`src/rtl/sadc_pkg.sv`:
```
package sadc_pkg;
  // Transfer framing counted in serial clock rising edges.
  localparam int ADDR_LEN   = 3;  // start bit plus two address bits
  localparam int SETTLE_LEN = 1;  // discarded settling slot
  typedef enum logic {ST_IDLE = 1'b0, ST_RUN = 1'b1} sadc_state_e;
endpackage

```
`src/rtl/sadc_halfgen.sv`:
```
// Divides the system clock into serial-clock half periods and counts them.
module sadc_halfgen #(
  parameter int DIV_W  = 8,
  parameter int HALF_W = 6
) (
  input  logic              clk,
  input  logic              rst_n,
  input  logic              run,
  input  logic [DIV_W-1:0]  div,
  output logic              tick,
  output logic [HALF_W-1:0] half
);
  logic [DIV_W-1:0]  cnt_q, cnt_d;
  logic [HALF_W-1:0] half_q, half_d;

  assign tick = run && (cnt_q == div);
  assign half = half_q;

  always_comb begin
    cnt_d  = cnt_q;
    half_d = half_q;
    if (!run) begin
      cnt_d  = '0;
      half_d = '0;
    end else if (tick) begin
      cnt_d  = '0;
      half_d = half_q + 1'b1;
    end else begin
      cnt_d  = cnt_q + 1'b1;
    end
  end

  always_ff @(posedge clk or negedge rst_n) begin
    if (!rst_n) begin
      cnt_q  <= '0;
      half_q <= '0;
    end else begin
      cnt_q  <= cnt_d;
      half_q <= half_d;
    end
  end
endmodule

```
`src/rtl/sadc_capture.sv`:
```
// Samples the converter output at rising edges; builds the result and
// compares the echoed copy bit by bit.
module sadc_capture #(
  parameter int RES_W     = 8,
  parameter int HALF_W    = 6,
  parameter int RISE_MSB0 = 5,
  parameter int RISE_ECHO = 13,
  parameter int RISE_LAST = 19
) (
  input  logic              clk,
  input  logic              rst_n,
  input  logic              clr,
  input  logic              tick,
  input  logic [HALF_W-1:0] half,
  input  logic              sdi,
  output logic [RES_W-1:0]  res,
  output logic              err
);
  localparam int IDX_W = $clog2(RES_W);
  localparam logic [HALF_W-1:0] K_MSB0 = HALF_W'(RISE_MSB0);
  localparam logic [HALF_W-1:0] K_ECHO = HALF_W'(RISE_ECHO);
  localparam logic [HALF_W-1:0] K_LAST = HALF_W'(RISE_LAST);
  localparam logic [HALF_W-1:0] K_EOFS = HALF_W'(RISE_ECHO - 1);

  logic [RES_W-1:0]  res_q, res_d;
  logic              err_q, err_d;
  logic [HALF_W-1:0] rise_k;
  logic [IDX_W-1:0]  eidx;

  // A tick during an even half period ends a low phase: rising edge rise_k.
  assign rise_k = HALF_W'((half >> 1) + 1'b1);
  assign eidx   = IDX_W'(rise_k - K_EOFS);
  assign res    = res_q;
  assign err    = err_q;

  always_comb begin
    res_d = res_q;
    err_d = err_q;
    if (clr) begin
      res_d = '0;
      err_d = 1'b0;
    end else if (tick && !half[0]) begin
      if (rise_k >= K_MSB0 && rise_k < K_ECHO)
        res_d = {res_q[RES_W-2:0], sdi};
      else if (rise_k >= K_ECHO && rise_k <= K_LAST)
        err_d = err_q | (sdi != res_q[eidx]);
    end
  end

  always_ff @(posedge clk or negedge rst_n) begin
    if (!rst_n) begin
      res_q <= '0;
      err_q <= 1'b0;
    end else begin
      res_q <= res_d;
      err_q <= err_d;
    end
  end
endmodule

```
`src/rtl/sadc_master.sv`:
```
module sadc_master
  import sadc_pkg::*;
#(
  parameter int RES_W      = 8,
  parameter int DIV_W      = 8,
  parameter bit SHARED_PIN = 1'b1
) (
  input  logic             clk,
  input  logic             rst_n,
  input  logic             req_valid,
  output logic             req_ready,
  input  logic             req_mode_se,
  input  logic             req_odd_sign,
  input  logic [DIV_W-1:0] req_div,
  output logic             rsp_valid,
  output logic [RES_W-1:0] rsp_data,
  output logic             rsp_err,
  output logic             cs_n,
  output logic             sclk,
  output logic             di_out,
  output logic             di_oe,
  input  logic             do_in
);
  localparam int RISE_MSB0 = ADDR_LEN + SETTLE_LEN + 1;
  localparam int RISE_ECHO = RISE_MSB0 + RES_W;
  localparam int RISE_LAST = RISE_ECHO + RES_W - 2;
  localparam int HALF_LAST = 2 * RISE_LAST + 1;
  localparam int HALF_W    = $clog2(HALF_LAST + 1);
  localparam logic [HALF_W-1:0] H_LAST  = HALF_W'(HALF_LAST);
  localparam logic [HALF_W-1:0] H_HIEND = HALF_W'(2 * RISE_LAST - 1);
  localparam logic [HALF_W-1:0] H_MODE  = HALF_W'(2);
  localparam logic [HALF_W-1:0] H_ODD   = HALF_W'(4);
  localparam logic [HALF_W-1:0] H_REL   = HALF_W'(2 * ADDR_LEN);

  sadc_state_e      state_q, state_d;
  logic [DIV_W-1:0] div_q;
  logic             mode_q, odd_q, vld_q;
  logic             accept, run, tick, finish;
  logic [HALF_W-1:0] half;

  assign run    = (state_q == ST_RUN);
  assign accept = req_valid && !run;
  assign finish = tick && (half == H_LAST);

  sadc_halfgen #(.DIV_W(DIV_W), .HALF_W(HALF_W)) u_halfgen (
    .clk (clk), .rst_n (rst_n), .run (run), .div (div_q),
    .tick (tick), .half (half)
  );

  sadc_capture #(
    .RES_W (RES_W), .HALF_W (HALF_W), .RISE_MSB0 (RISE_MSB0),
    .RISE_ECHO (RISE_ECHO), .RISE_LAST (RISE_LAST)
  ) u_capture (
    .clk (clk), .rst_n (rst_n), .clr (accept), .tick (tick),
    .half (half), .sdi (do_in), .res (rsp_data), .err (rsp_err)
  );

  always_comb begin
    state_d = state_q;
    if (accept)      state_d = ST_RUN;
    else if (finish) state_d = ST_IDLE;
  end

  always_ff @(posedge clk or negedge rst_n) begin
    if (!rst_n) begin
      state_q <= ST_IDLE;
      vld_q   <= 1'b0;
    end else begin
      state_q <= state_d;
      vld_q   <= finish;
    end
  end

  // Request fields: clock enable on acceptance only.
  always_ff @(posedge clk or negedge rst_n) begin
    if (!rst_n) begin
      div_q  <= '0;
      mode_q <= 1'b0;
      odd_q  <= 1'b0;
    end else if (accept) begin
      div_q  <= req_div;
      mode_q <= req_mode_se;
      odd_q  <= req_odd_sign;
    end
  end

  assign req_ready = !run;
  assign rsp_valid = vld_q;
  assign cs_n      = !run;
  assign sclk      = run && half[0] && (half <= H_HIEND);

  always_comb begin
    di_out = 1'b0;
    if (run) begin
      if (half < H_MODE)     di_out = 1'b1;
      else if (half < H_ODD) di_out = mode_q;
      else if (half < H_REL) di_out = odd_q;
    end
  end

  generate
    if (SHARED_PIN) begin : g_shared
      assign di_oe = run && (half < H_REL);
    end else begin : g_split
      assign di_oe = 1'b1;
    end
  endgenerate
endmodule

```
`config.mk`:
```
export PLATFORM = sky130hd
export DESIGN_NAME = sadc_master
export DESIGN_NICKNAME = d
export VERILOG_FILES = /design/src/rtl/sadc_pkg.sv /design/src/rtl/sadc_halfgen.sv /design/src/rtl/sadc_capture.sv /design/src/rtl/sadc_master.sv
export SDC_FILE = /design/constraint.sdc
export NUM_CORES = 1
export LEC_CHECK = 0
export BUFFER_PORTS_ARGS = -buffer_cell sky130_fd_sc_hd__buf_2
export CORE_AREA = 8 8 71 73
export DETAILED_ROUTE_END_ITERATION = 8
export DIE_AREA = 0 0 79 81
export PLACE_DENSITY = 0.78
export SLEW_MARGIN = 20
export SYNTH_ARGS = -nofsm -noshare
export SYNTH_HDL_FRONTEND = slang
export SYNTH_HIERARCHICAL = 1
export SYNTH_SLANG_ARGS = --single-unit
```
`constraint.sdc`:
```
create_clock -name clk -period 1.9 [get_ports clk]
set_input_delay 0.475 -clock clk [delete_from_list [all_inputs] [get_ports clk]]
set_output_delay 0.475 -clock clk [all_outputs]
set_load 0.03 [all_outputs]
```
# [Word-level counts from Yosys, hierarchy flattened]
# Cells that the tools add are included.
[classes] magnitude_cmp=9 mux=19 bitwise_logic=1 eq_ne=5 reduce_logical=17 addsub=4
[op_table] op="2-to-1 mux 8 bit" count=5
[op_table] op="less-than comparator 6 x 3 -> 1 bit, second input constant" count=2
[op_table] op="2-to-1 mux 6 bit" count=2
[op_table] op="2-to-1 mux 1 bit" count=11
[op_table] op="logical AND 1 bit" count=9
[op_table] op="adder 8 x 1 -> 8 bit, second input constant" count=1
[op_table] op="equality test 8 bit" count=1
[op_table] op="nonzero test 2 bit" count=4
[op_table] op="adder 5 x 1 -> 6 bit, second input constant" count=1
[op_table] op="adder 6 x 1 -> 6 bit, second input constant" count=1
[op_table] op="equality test 6 bit, second input constant" count=1
[op_table] op=">= comparator 6 x 3 -> 1 bit, second input constant" count=1
[op_table] op=">= comparator 6 x 4 -> 1 bit, second input constant" count=1
[op_table] op="less-or-equal comparator 6 x 5 -> 1 bit, second input constant" count=1
[op_table] op="less-or-equal comparator 6 bit, second input constant" count=1
[op_table] op="less-than comparator 6 x 2 -> 1 bit, second input constant" count=1
[op_table] op="less-than comparator 6 x 4 -> 1 bit, second input constant" count=1
[op_table] op="less-than comparator 3 x 4 -> 1 bit, second input constant" count=1
[op_table] op="binary-select mux 1 bit (select 3 bit)" count=1
[op_table] op="AND reduction 3 bit" count=1
[op_table] op="subtractor 3 bit, second input constant" count=1
[op_table] op="zero test 1 bit" count=2
[op_table] op="!= test 2 x 1 -> 1 bit, second input constant" count=1
[op_table] op="!= test 2 bit, second input constant" count=1
[op_table] op="other kinds (3)" count=3
[totals] inputBits=14 register_bits=35 wordCells=64 out_inout_bits=15

# [Depth between registers and ports, before layout]
# Gate-level depths: netlist of run 1.
[logic_depth] ltp_word=10 mapped_depth=8 ltp_nobuf=7

# [Cells and area by module]
# The synthesis of run 1 kept the hierarchy.
[modules_own_cells] mod="sadc_halfgen" cells_each=76 area_per_inst_um2=754.5 seq_area_each_um2=350.3 n_inst=1
[modules_own_cells] mod="sadc_capture" cells_each=58 area_per_inst_um2=645.6 seq_area_each_um2=225.2 n_inst=1
[modules_own_cells] mod="sadc_master" cells_each=41 area_per_inst_um2=546.8 seq_area_each_um2=300.3 n_inst=1

# [Worst setup path before layout of run 1]
# OpenSTA, ideal clock, no wires.
[synth_timing] path_kind="register -> register" start="register u_halfgen.cnt_q[6]" end="register u_capture.res_q[0] (netlist: u_capture/res[0])" t_required_ns=1.821 setup_ns=0.079 path_stages_with_launch=9 n_path_buf=1 period_less_slack_ns=2.049 arrival_ns=1.969 setup_slack_ns=-0.149 cell_sequence="dfrtp_1 xnor2_1 nand4_2 buf_4 nor3_1 nand2b_1 a41oi_1 nor3b_4 mux2i_1"
[synth_between] elab_chain_cells=5
[synth_lines] element="from (decl)" line_no="sadc_halfgen.sv:13" text="logic [DIV_W-1:0] cnt_q, cnt_d;"
[synth_lines] element="from (signal assigned)" line_no="sadc_halfgen.sv:38" text="cnt_q <= cnt_d;"
[synth_lines] element="equality test 8 bit" line_no="sadc_halfgen.sv:16" text="assign tick = run && (cnt_q == div);"
[synth_lines] element="logical AND 1 bit" line_no="sadc_halfgen.sv:16"
[synth_lines] element="via tick" line_no="sadc_master.sv:38" text="logic accept, run, tick, finish;"
[synth_lines] element="logical AND 1 bit" line_no="sadc_capture.sv:42" text="end else if (tick && !half[0]) begin"
[synth_lines] element="nonzero test 2 bit (no line)"
[synth_lines] element="AND reduction 2 bit (no line)"
[synth_lines] element="to (signal assigned)" line_no="sadc_capture.sv:55" text="res_q <= res_d;"
[synth_lines] element="to (decl)" line_no="sadc_capture.sv:25" text="logic [RES_W-1:0] res_q, res_d;"
# The timed path passes the listed nets, and every way through them passes these cells.
# A chain may end at the register's enable or synchronous reset.

# [Final worst setup path of run 1]
[layout_timing] start="register u_halfgen.cnt_q[7]" end="register u_capture.res_q[3] (netlist: u_capture/res[3])"
# Same word-level chain as after synthesis.

==> results of run 1 <==
[kinds of logic (layout without fill, tap and decap cells)]
kind of cell,count (synthesis),in the layout,share of synthesized area (%)
compound gates,24,24,8.48
xor+xnor,17,17,7.65
fa+ha+maj,5,5,3.21
buf+inv,13,78,3.34
flops,35,35,45.0
mux,20,20,13.5
simple gates,61,61,18.8
[placed cells by master, fill, tap and decap left out, types with 5 or more instances in the layout]
cell	netlist	final
buf_2	1	25
nand3_1	9	9
nor2_1	12	11
buf_4	2	29
mux2_4	7	7
dfrtp_1	35	32
mux2i_1	9	9
xor2_1	5	5
nand2b_1	10	10
clkbuf_8	0	5
a21oi_1	9	8
xnor2_1	12	10
inv_1	9	9
[worst reg2reg max path: stages (launching register included)]
cell	delay (ns)
dfrtp_1	0.41
xnor2_1	0.17
nand4_2	0.18
nor3_4	0.23
nand2b_1	0.09
a41oi_2	0.23
nor3b_4	0.27
buf_12	0.15
mux2i_1	0.19
[synth_stat cells (2+ instances only)]
library cell | n | area share [%]
or4_1 | 4 | 1.5
dfrtp_1 | 35 | 45
or3_1 | 2 | 0.64
and2_1 | 2 | 0.64
nor2b_1 | 3 | 0.96
buf_4 | 2 | 0.77
nand3_1 | 9 | 2.3
mux2i_1 | 9 | 4.6
inv_1 | 9 | 1.7
nand4_1 | 2 | 0.64
and4b_2 | 2 | 1.2
ha_1 | 5 | 3.2
nand2_1 | 6 | 1.2
and3_1 | 2 | 0.64
xnor2_1 | 12 | 5.4
o31ai_1 | 4 | 1.5
a21oi_1 | 9 | 2.3
mux2_2 | 2 | 1.2
mux4_2 | 2 | 2.3
o21ai_0 | 3 | 0.77
xor2_1 | 5 | 2.2
nand2b_1 | 10 | 3.2
mux2_4 | 7 | 5.4
a41oi_1 | 2 | 0.90
nor2_1 | 12 | 2.3
[state kept, by name, summed over array words and instances, names as in the netlist]
signal / flops
u_capture/res: 8
odd_q: 1
mode_q: 1
run: 1
u_halfgen/half: 6
rsp_valid: 1
div_q: 8
u_capture/err: 1
u_halfgen/cnt_q: 8
[per-layer routing]
metal  global-route usage, %  part of all wire, %
met5                       0                    0
met4                    6.11                  1.4
met3                    3.53                  3.8
met2                    22.8                   52
met1                    17.1                   43
[worst max-delay path by stage]
stage                            startpoint                      endpoint
3_3_place_gp           div_q[4]$_DFFE_PN0P_  u_capture/res[4]$_DFFE_PN0P_
4_1_cts        u_halfgen/cnt_q[2]$_DFF_PN0_  u_capture/res[3]$_DFFE_PN0P_
3_5_place_dp           div_q[5]$_DFFE_PN0P_  u_capture/res[3]$_DFFE_PN0P_
6_report       u_halfgen/cnt_q[7]$_DFF_PN0_  u_capture/res[3]$_DFFE_PN0P_
5_1_grt                div_q[6]$_DFFE_PN0P_  u_capture/res[5]$_DFFE_PN0P_
2_1_floorplan  u_halfgen/cnt_q[3]$_DFF_PN0_  u_capture/res[0]$_DFFE_PN0P_
[layout make-up]
cell class                 count  area share [%]
clock buffer                   7            2.92
inverter                       9            1.29
timing repair buffer          61            17.1
clock inverter                 1           0.192
multi-input combinational    127            42.4
tap                           50            2.39
sequential                    35            33.7
[power by group]
group	internal (mW)	total (mW)	leakage [nW]	switching (mW)
Combinational	0.565	1.04	0.710	0.471
Sequential	0.876	0.992	0.448	0.116
Clock	0.257	0.521	0.0422	0.264
Total	1.70	2.55	1.20	0.851
[repair_timing]
action / in CTS / in global routing
setup endpoints to repair: 11 / 13
gates resized for setup: 11 / 12
buffers inserted: 4 / 6
hold buffers: 0 / 0
pin swaps: 6 / 9
==> summary.txt, run 1 <==
Synth
  – Ys flop type: dfrtp_1
  – Seq/Total Area, Yosys: between 40% and 50%
  – Number of flops mapped to enable cells by yosys: 0
  – Register bit total from synthesis: 35
  – Post-synthesis cell area: 1950 um2
  – Synthesized Nets: 194
  – Yosys warnings: 6
  – Synth unique cells: 40
  – Async SR Flop Fraction: 100%
  – Post-Synthesis Cells: 175
  – Avg Inst Size Synth: 11.1 um2

Detailed routing
  – Iteration-0 DRC Markers: 94
  – Via density: approximately 5.3
  – DRT antenna net count: 0
  – Routed via count: between 1500 and 2000
  – Routed Wire Length: 4280 um
  – Post-detailed-route wirelength per cell: 14.7 um
  – Drt drc: 0
  – Drt pass-1 iters: 4

Die
  – Die X: 79 um
  – Die Ht: around 81 um
  – # IOs: 29
  – Starting density of the core: 49.7%
  – Die footprint: 6400 um2
  – Core Region: 3910 um2
  – Row count: 23

STA
  – Min cycle time layout: between 2 and 2.5 ns
  – Final Hold Viols: 0
  – Slew @ Worst Pin: 0.429 ns
  – Setup tns final: -0.718 ns
  – Achievable Freq: 499 MHz
  – Hold slack: 0.133 ns
  – RSZ-0062 raised after global routing: yes
  – Final number of max-transition violations: 0
  – Max_slew headroom: 71.4%
  – Count of final setup violators: 10
  – Final period util: 106%
  – Setup ws final: -0.105 ns
  – Clk_skew: 0.00584 ns

Min path
  – Hold Path Class: in2async

Critical path
  – CP Max Fanout: 6
  – Worst path depth: 8
  – CP Launch Type: flip-flop
  – Worst path cell trace: xnor2_1 > nand4_2 > nor3_4 > nand2b_1 > a41oi_2 > nor3b_4 > buf_12 > mux2i_1
  – Slowest stage cell, crit path: dfrtp_1
  – Buf+Inv Stages, Crit Path: 1
  – CP Capture Type: flip-flop
  – Reg2Reg Setup Slack: -0.10 ns
  – Reg2reg path depth: 8
  – Setup CP Type: reg2reg
  – WP data arrival: 2.21 ns
  – R2r endpoint: u_capture/res[3]$_DFFE_PN0P_
  – Crit path largest cell delay: 0.41 ns
  – CP required: 2.11 ns
  – Reg2reg start: u_halfgen/cnt_q[7]$_DFF_PN0_
  – CP top delay family: simple AND/OR/NAND/NOR gates

Run status
  – Outcome: finished with violations
  – Failing checks: negative setup slack

Finish
  – Non-filler cells, final: 290
  – Storage cell area: 880 um2
  – Final instance area: 2610 um2
  – Share of post-route cells with drive strength above 1: between 40 and 50%
  – Multi-input logic area: 1110 um2
  – Nets: 258
  – Synth-to-layout area growth: 34.2%
  – Ant diodes: 0
  – Fill count: 321
  – Core Util, Final: 66.8%

GRT
  – Total grt overflow: 0
  – Vias in the first global route: roughly 1500
  – Initial antenna violation count: 0
  – Largest net degree at the start of global routing: 36
  – First-pass GRT wire length: 7090 um
  – Gr usage total: 14.0%

Clock tree
  – Clock Sink Count: 35
  – Clock Path Buffers: 2
  – Clock Latency Late Sink: between 0.2 and 0.3 ns
  – Total CTS buffers: 5
  – TritonCTS clock tree: built
  – Reg clk slew, reported paths: 0.07 ns
  – H-tree lvl count: 2
  – CTS Root Cell: clkbuf_8

Pwr
  – Maximum vdd ir drop: 0.656 mV
  – Design Power: 2.55 mW
  – Leak pwr: 1.20 nW
  – PD cells: 975 nW/um2

Place
  – Gpl congestion: roughly 0.79
  – Buffers on Ports: 28
  – Placed cell areas: about 2300 um2
  – Hpwl dp: roughly 3000 um
  – DP Cell Count: 272
  – Pre-CTS WS: -0.0863 ns

Job
  – Max cap viols: 0
Note: power is estimated with default switching activity, not from simulation.
==> inputs of run 2 (changes only) <==
--- a/config.mk
+++ b/config.mk
@@ -5,11 +5,12 @@
 export SDC_FILE = /design/constraint.sdc
 export NUM_CORES = 1
 export LEC_CHECK = 0
-export BUFFER_PORTS_ARGS = -buffer_cell sky130_fd_sc_hd__buf_2
+export BUFFER_PORTS_ARGS = -buffer_cell sky130_fd_sc_hd__buf_4
 export CORE_AREA = 8 8 71 73
 export DETAILED_ROUTE_END_ITERATION = 8
 export DIE_AREA = 0 0 79 81
 export PLACE_DENSITY = 0.78
+export SETUP_SLACK_MARGIN = 0.5
 export SLEW_MARGIN = 20
 export SYNTH_ARGS = -nofsm -noshare
 export SYNTH_HDL_FRONTEND = slang
==> run 2 against run 1 <==
  * The run still ends with negative setup slack left
  * Total power is 7.9% higher
  * Clock-buffer cell count up 1
  * Register-to-register slack improved by 0.02 ns
  * Hold slack about the same
  * Cell area is 8.9% higher
  * Global-route usage grew 1.2 points
  * Non-clock buffer count increased by 6
  * Core utilization up 5.9 points
  * Largest power group unchanged
==> summary.txt, run 2 (synthesized netlist as in run 1, its figures left out) <==
Run status
  – Outcome: finished with violations
  – Failing checks: negative setup slack

Critical path
  – WP data arrival: 2.20 ns (about the same)
  – CP Launch Type: flip-flop
  – CP Max Fanout: 6 (unchanged)
  – Setup CP Type: reg2reg
  – CP Capture Type: flip-flop
  – CP required: 2.11 ns (about the same)

Place
  – DP Cell Count: 269 (-1.1%)
  – Placed cell areas: 2420 um2 (+3.5%)
  – Pre-CTS WS: -0.106 ns (-0.0199 ns)
  – Buffers on Ports: 28 (unchanged)
  – Gpl congestion: 0.811 (+2.0%)
  – Hpwl dp: 3070 um (+5.2%)

Min path
  – Hold Path Class: in2async

Clock tree
  – Reg clk slew, reported paths: 0.07 ns (about the same)
  – TritonCTS clock tree: built
  – H-tree lvl count: 2 (unchanged)
  – Total CTS buffers: 5 (unchanged)
  – Clock Latency Late Sink: 0.29 ns (about the same)
  – Clock Path Buffers: 2 (unchanged)
  – Clock Sink Count: 35 (unchanged)
  – CTS Root Cell: clkbuf_8

Die
  – Die Ht: 81 um (unchanged)
  – Row count: 23 (unchanged)
  – Die X: 79 um (unchanged)
  – # IOs: 29 (unchanged)
  – Core Region: 3910 um2 (unchanged)
  – Starting density of the core: 49.7% (unchanged)
  – Die footprint: 6400 um2 (unchanged)

STA
  – Clk_skew: 0.00994 ns (+0.00410 ns)
  – Count of final setup violators: 11 (+1)
  – Max_slew headroom: 68.3% (-3.1 points)
  – Setup ws final: -0.0854 ns (+0.0195 ns)
  – RSZ-0062 raised after global routing: yes
  – Achievable Freq: 504 MHz (+0.98%)
  – Min cycle time layout: 1.99 ns (-0.0195 ns)
  – Final period util: 104% (-1.0 points)
  – Final Hold Viols: 0 (unchanged)
  – Final number of max-transition violations: 0 (unchanged)
  – Slew @ Worst Pin: 0.475 ns (+0.0464 ns)
  – Hold slack: 0.133 ns (+0.000359 ns)

Detailed routing
  – Iteration-0 DRC Markers: 91 (-3.2%)
  – Routed Wire Length: 4770 um (+12%)
  – Drt pass-1 iters: 4 (unchanged)
  – Post-detailed-route wirelength per cell: 16.1 um (+9.3%)
  – DRT antenna net count: 0 (unchanged)
  – Routed via count: 1600 (+4.4%)
  – Drt drc: 0 (unchanged)
  – Via density: 5.41 (+2.3%)

Finish
  – Multi-input logic area: 1190 um2 (+7.2%)
  – Final instance area: 2840 um2 (+8.9%)
  – Non-filler cells, final: 296 (+2.1%)
  – Fill count: 294 (-8.4%)
  – Storage cell area: 880 um2 (unchanged)
  – Nets: 264 (+2.3%)
  – Core Util, Final: 72.7% (+5.9 points)
  – Most frequent cells in the layout: buf_4, dfrtp_1, buf_6
  – Synth-to-layout area growth: 46.1%
  – Most common cell after layout, fill and taps aside: buf_4
  – Ant diodes: 0 (unchanged)
  – Share of post-route cells with drive strength above 1: 50.0% (+7.5 points)

Pwr
  – NetSw: 0.921 mW (+8.3%)
  – Clock group share of total power: 21.5% (+1.1 points)
  – Switching Fraction: 33.5% (+0.13 points)
  – Maximum vdd ir drop: 0.795 mV (+21%)
  – Seq pwr share: 36.8% (-2.1 points)
  – Combinational share of power: 41.7% (+1.0 points)
  – Leak pwr: 1.27 nW (+6.2%)
  – P_int: 1.83 mW (+7.7%)
  – PD cells: 967 nW/um2 (-0.87%)

GRT
  – Vias in the first global route: 1631 (+7.7%)
  – Total grt overflow: 0 (unchanged)
  – Gr usage total: 15.1% (+1.2 points)
  – Largest net degree at the start of global routing: 36 (unchanged)
  – Initial antenna violation count: 0 (unchanged)
  – First-pass GRT wire length: 7710 um (+8.9%)

Job
  – Max cap viols: 0 (unchanged)
## run 2: cell count changes in the layout (fill, tap and decap cells not counted), moves of 4 or more
cell	previous run	this run
buf_6	4	14
buf_2	25	0
a21oi_2	1	5
a21oi_1	8	3
buf_4	29	51
## run 2: area by class of cell
cell class | count | share of cell area (%)
clock buffer | 8 | 3.52
tap | 50 | 2.20
multi-input combinational | 127 | 41.8
inverter | 9 | 1.36
sequential | 35 | 30.9
timing repair buffer | 67 | 20.2
## run 2: final timing paths
| kind | startpoint | cells after the start | slack, ns | to |
|---|---|---|---|---|
| max | div_q[3]$_DFFE_PN0P_ | 8 | -0.09 | u_capture/res[2]$_DFFE_PN0P_ |
| min | rst_n | 1 | 0.13 | u_halfgen/half[5]$_DFFE_PN0P_ |
| max reg2reg | div_q[3]$_DFFE_PN0P_ | 8 | -0.09 | u_capture/res[2]$_DFFE_PN0P_ |
| min reg2reg | u_capture/err$_DFFE_PN0P_ | 2 | 0.51 | u_capture/err$_DFFE_PN0P_ |
| max in group asynchronous | rst_n | 1 | 1.42 | u_halfgen/half[2]$_DFFE_PN0P_ |
| min in group clk | req_odd_sign | 3 | 0.40 | odd_q$_DFFE_PN0P_ |
## run 2: metal layers
layer	vias to the layer above	part of all wire [%]	wire length, um	track usage [%]
met2	26	54	2570	26.8
li1	763	-	-	-
met3	10	3.6	174	3.86
met4	0	2.0	94	6.11
met1	801	41	1930	17.1
met5	-	0	0	0
## run 2: critical path: stages, from the launching register on
cell      delay [ns]
dfrtp_1         0.39
xnor2_1         0.20
nand4_2         0.18
nor3_4          0.22
nand2b_1        0.09
a41oi_2         0.21
nor3b_4         0.26
buf_12          0.15
mux2i_1         0.19
## run 2: power by group through the flow
stage	Clock (mW)	Sequential, mW	Combinational, mW
after global routing	0.643	1.03	1.23
after detailed placement	0	1.01	0.866
after CTS	0.609	0.999	1.01
after floorplan	0	1.03	0.538
final	0.592	1.01	1.15
after global placement	0	1.01	0.835
## run 2: timing repair
action / in CTS / in global routing
pin swaps: 12 / 5
setup endpoints to repair: 32 / 32
buffers inserted: 11 / 8
gates resized for setup: 24 / 17
hold buffers: 0 / 0
## run 2: per-stage QoR
stage	power (mW)	setup TNS (ns)
after global routing	2.90	-2.21
after CTS	2.62	-0.440
after detailed placement	1.88	-0.677
after global placement	1.84	0
final	2.75	-0.550
after floorplan	1.57	-0.244
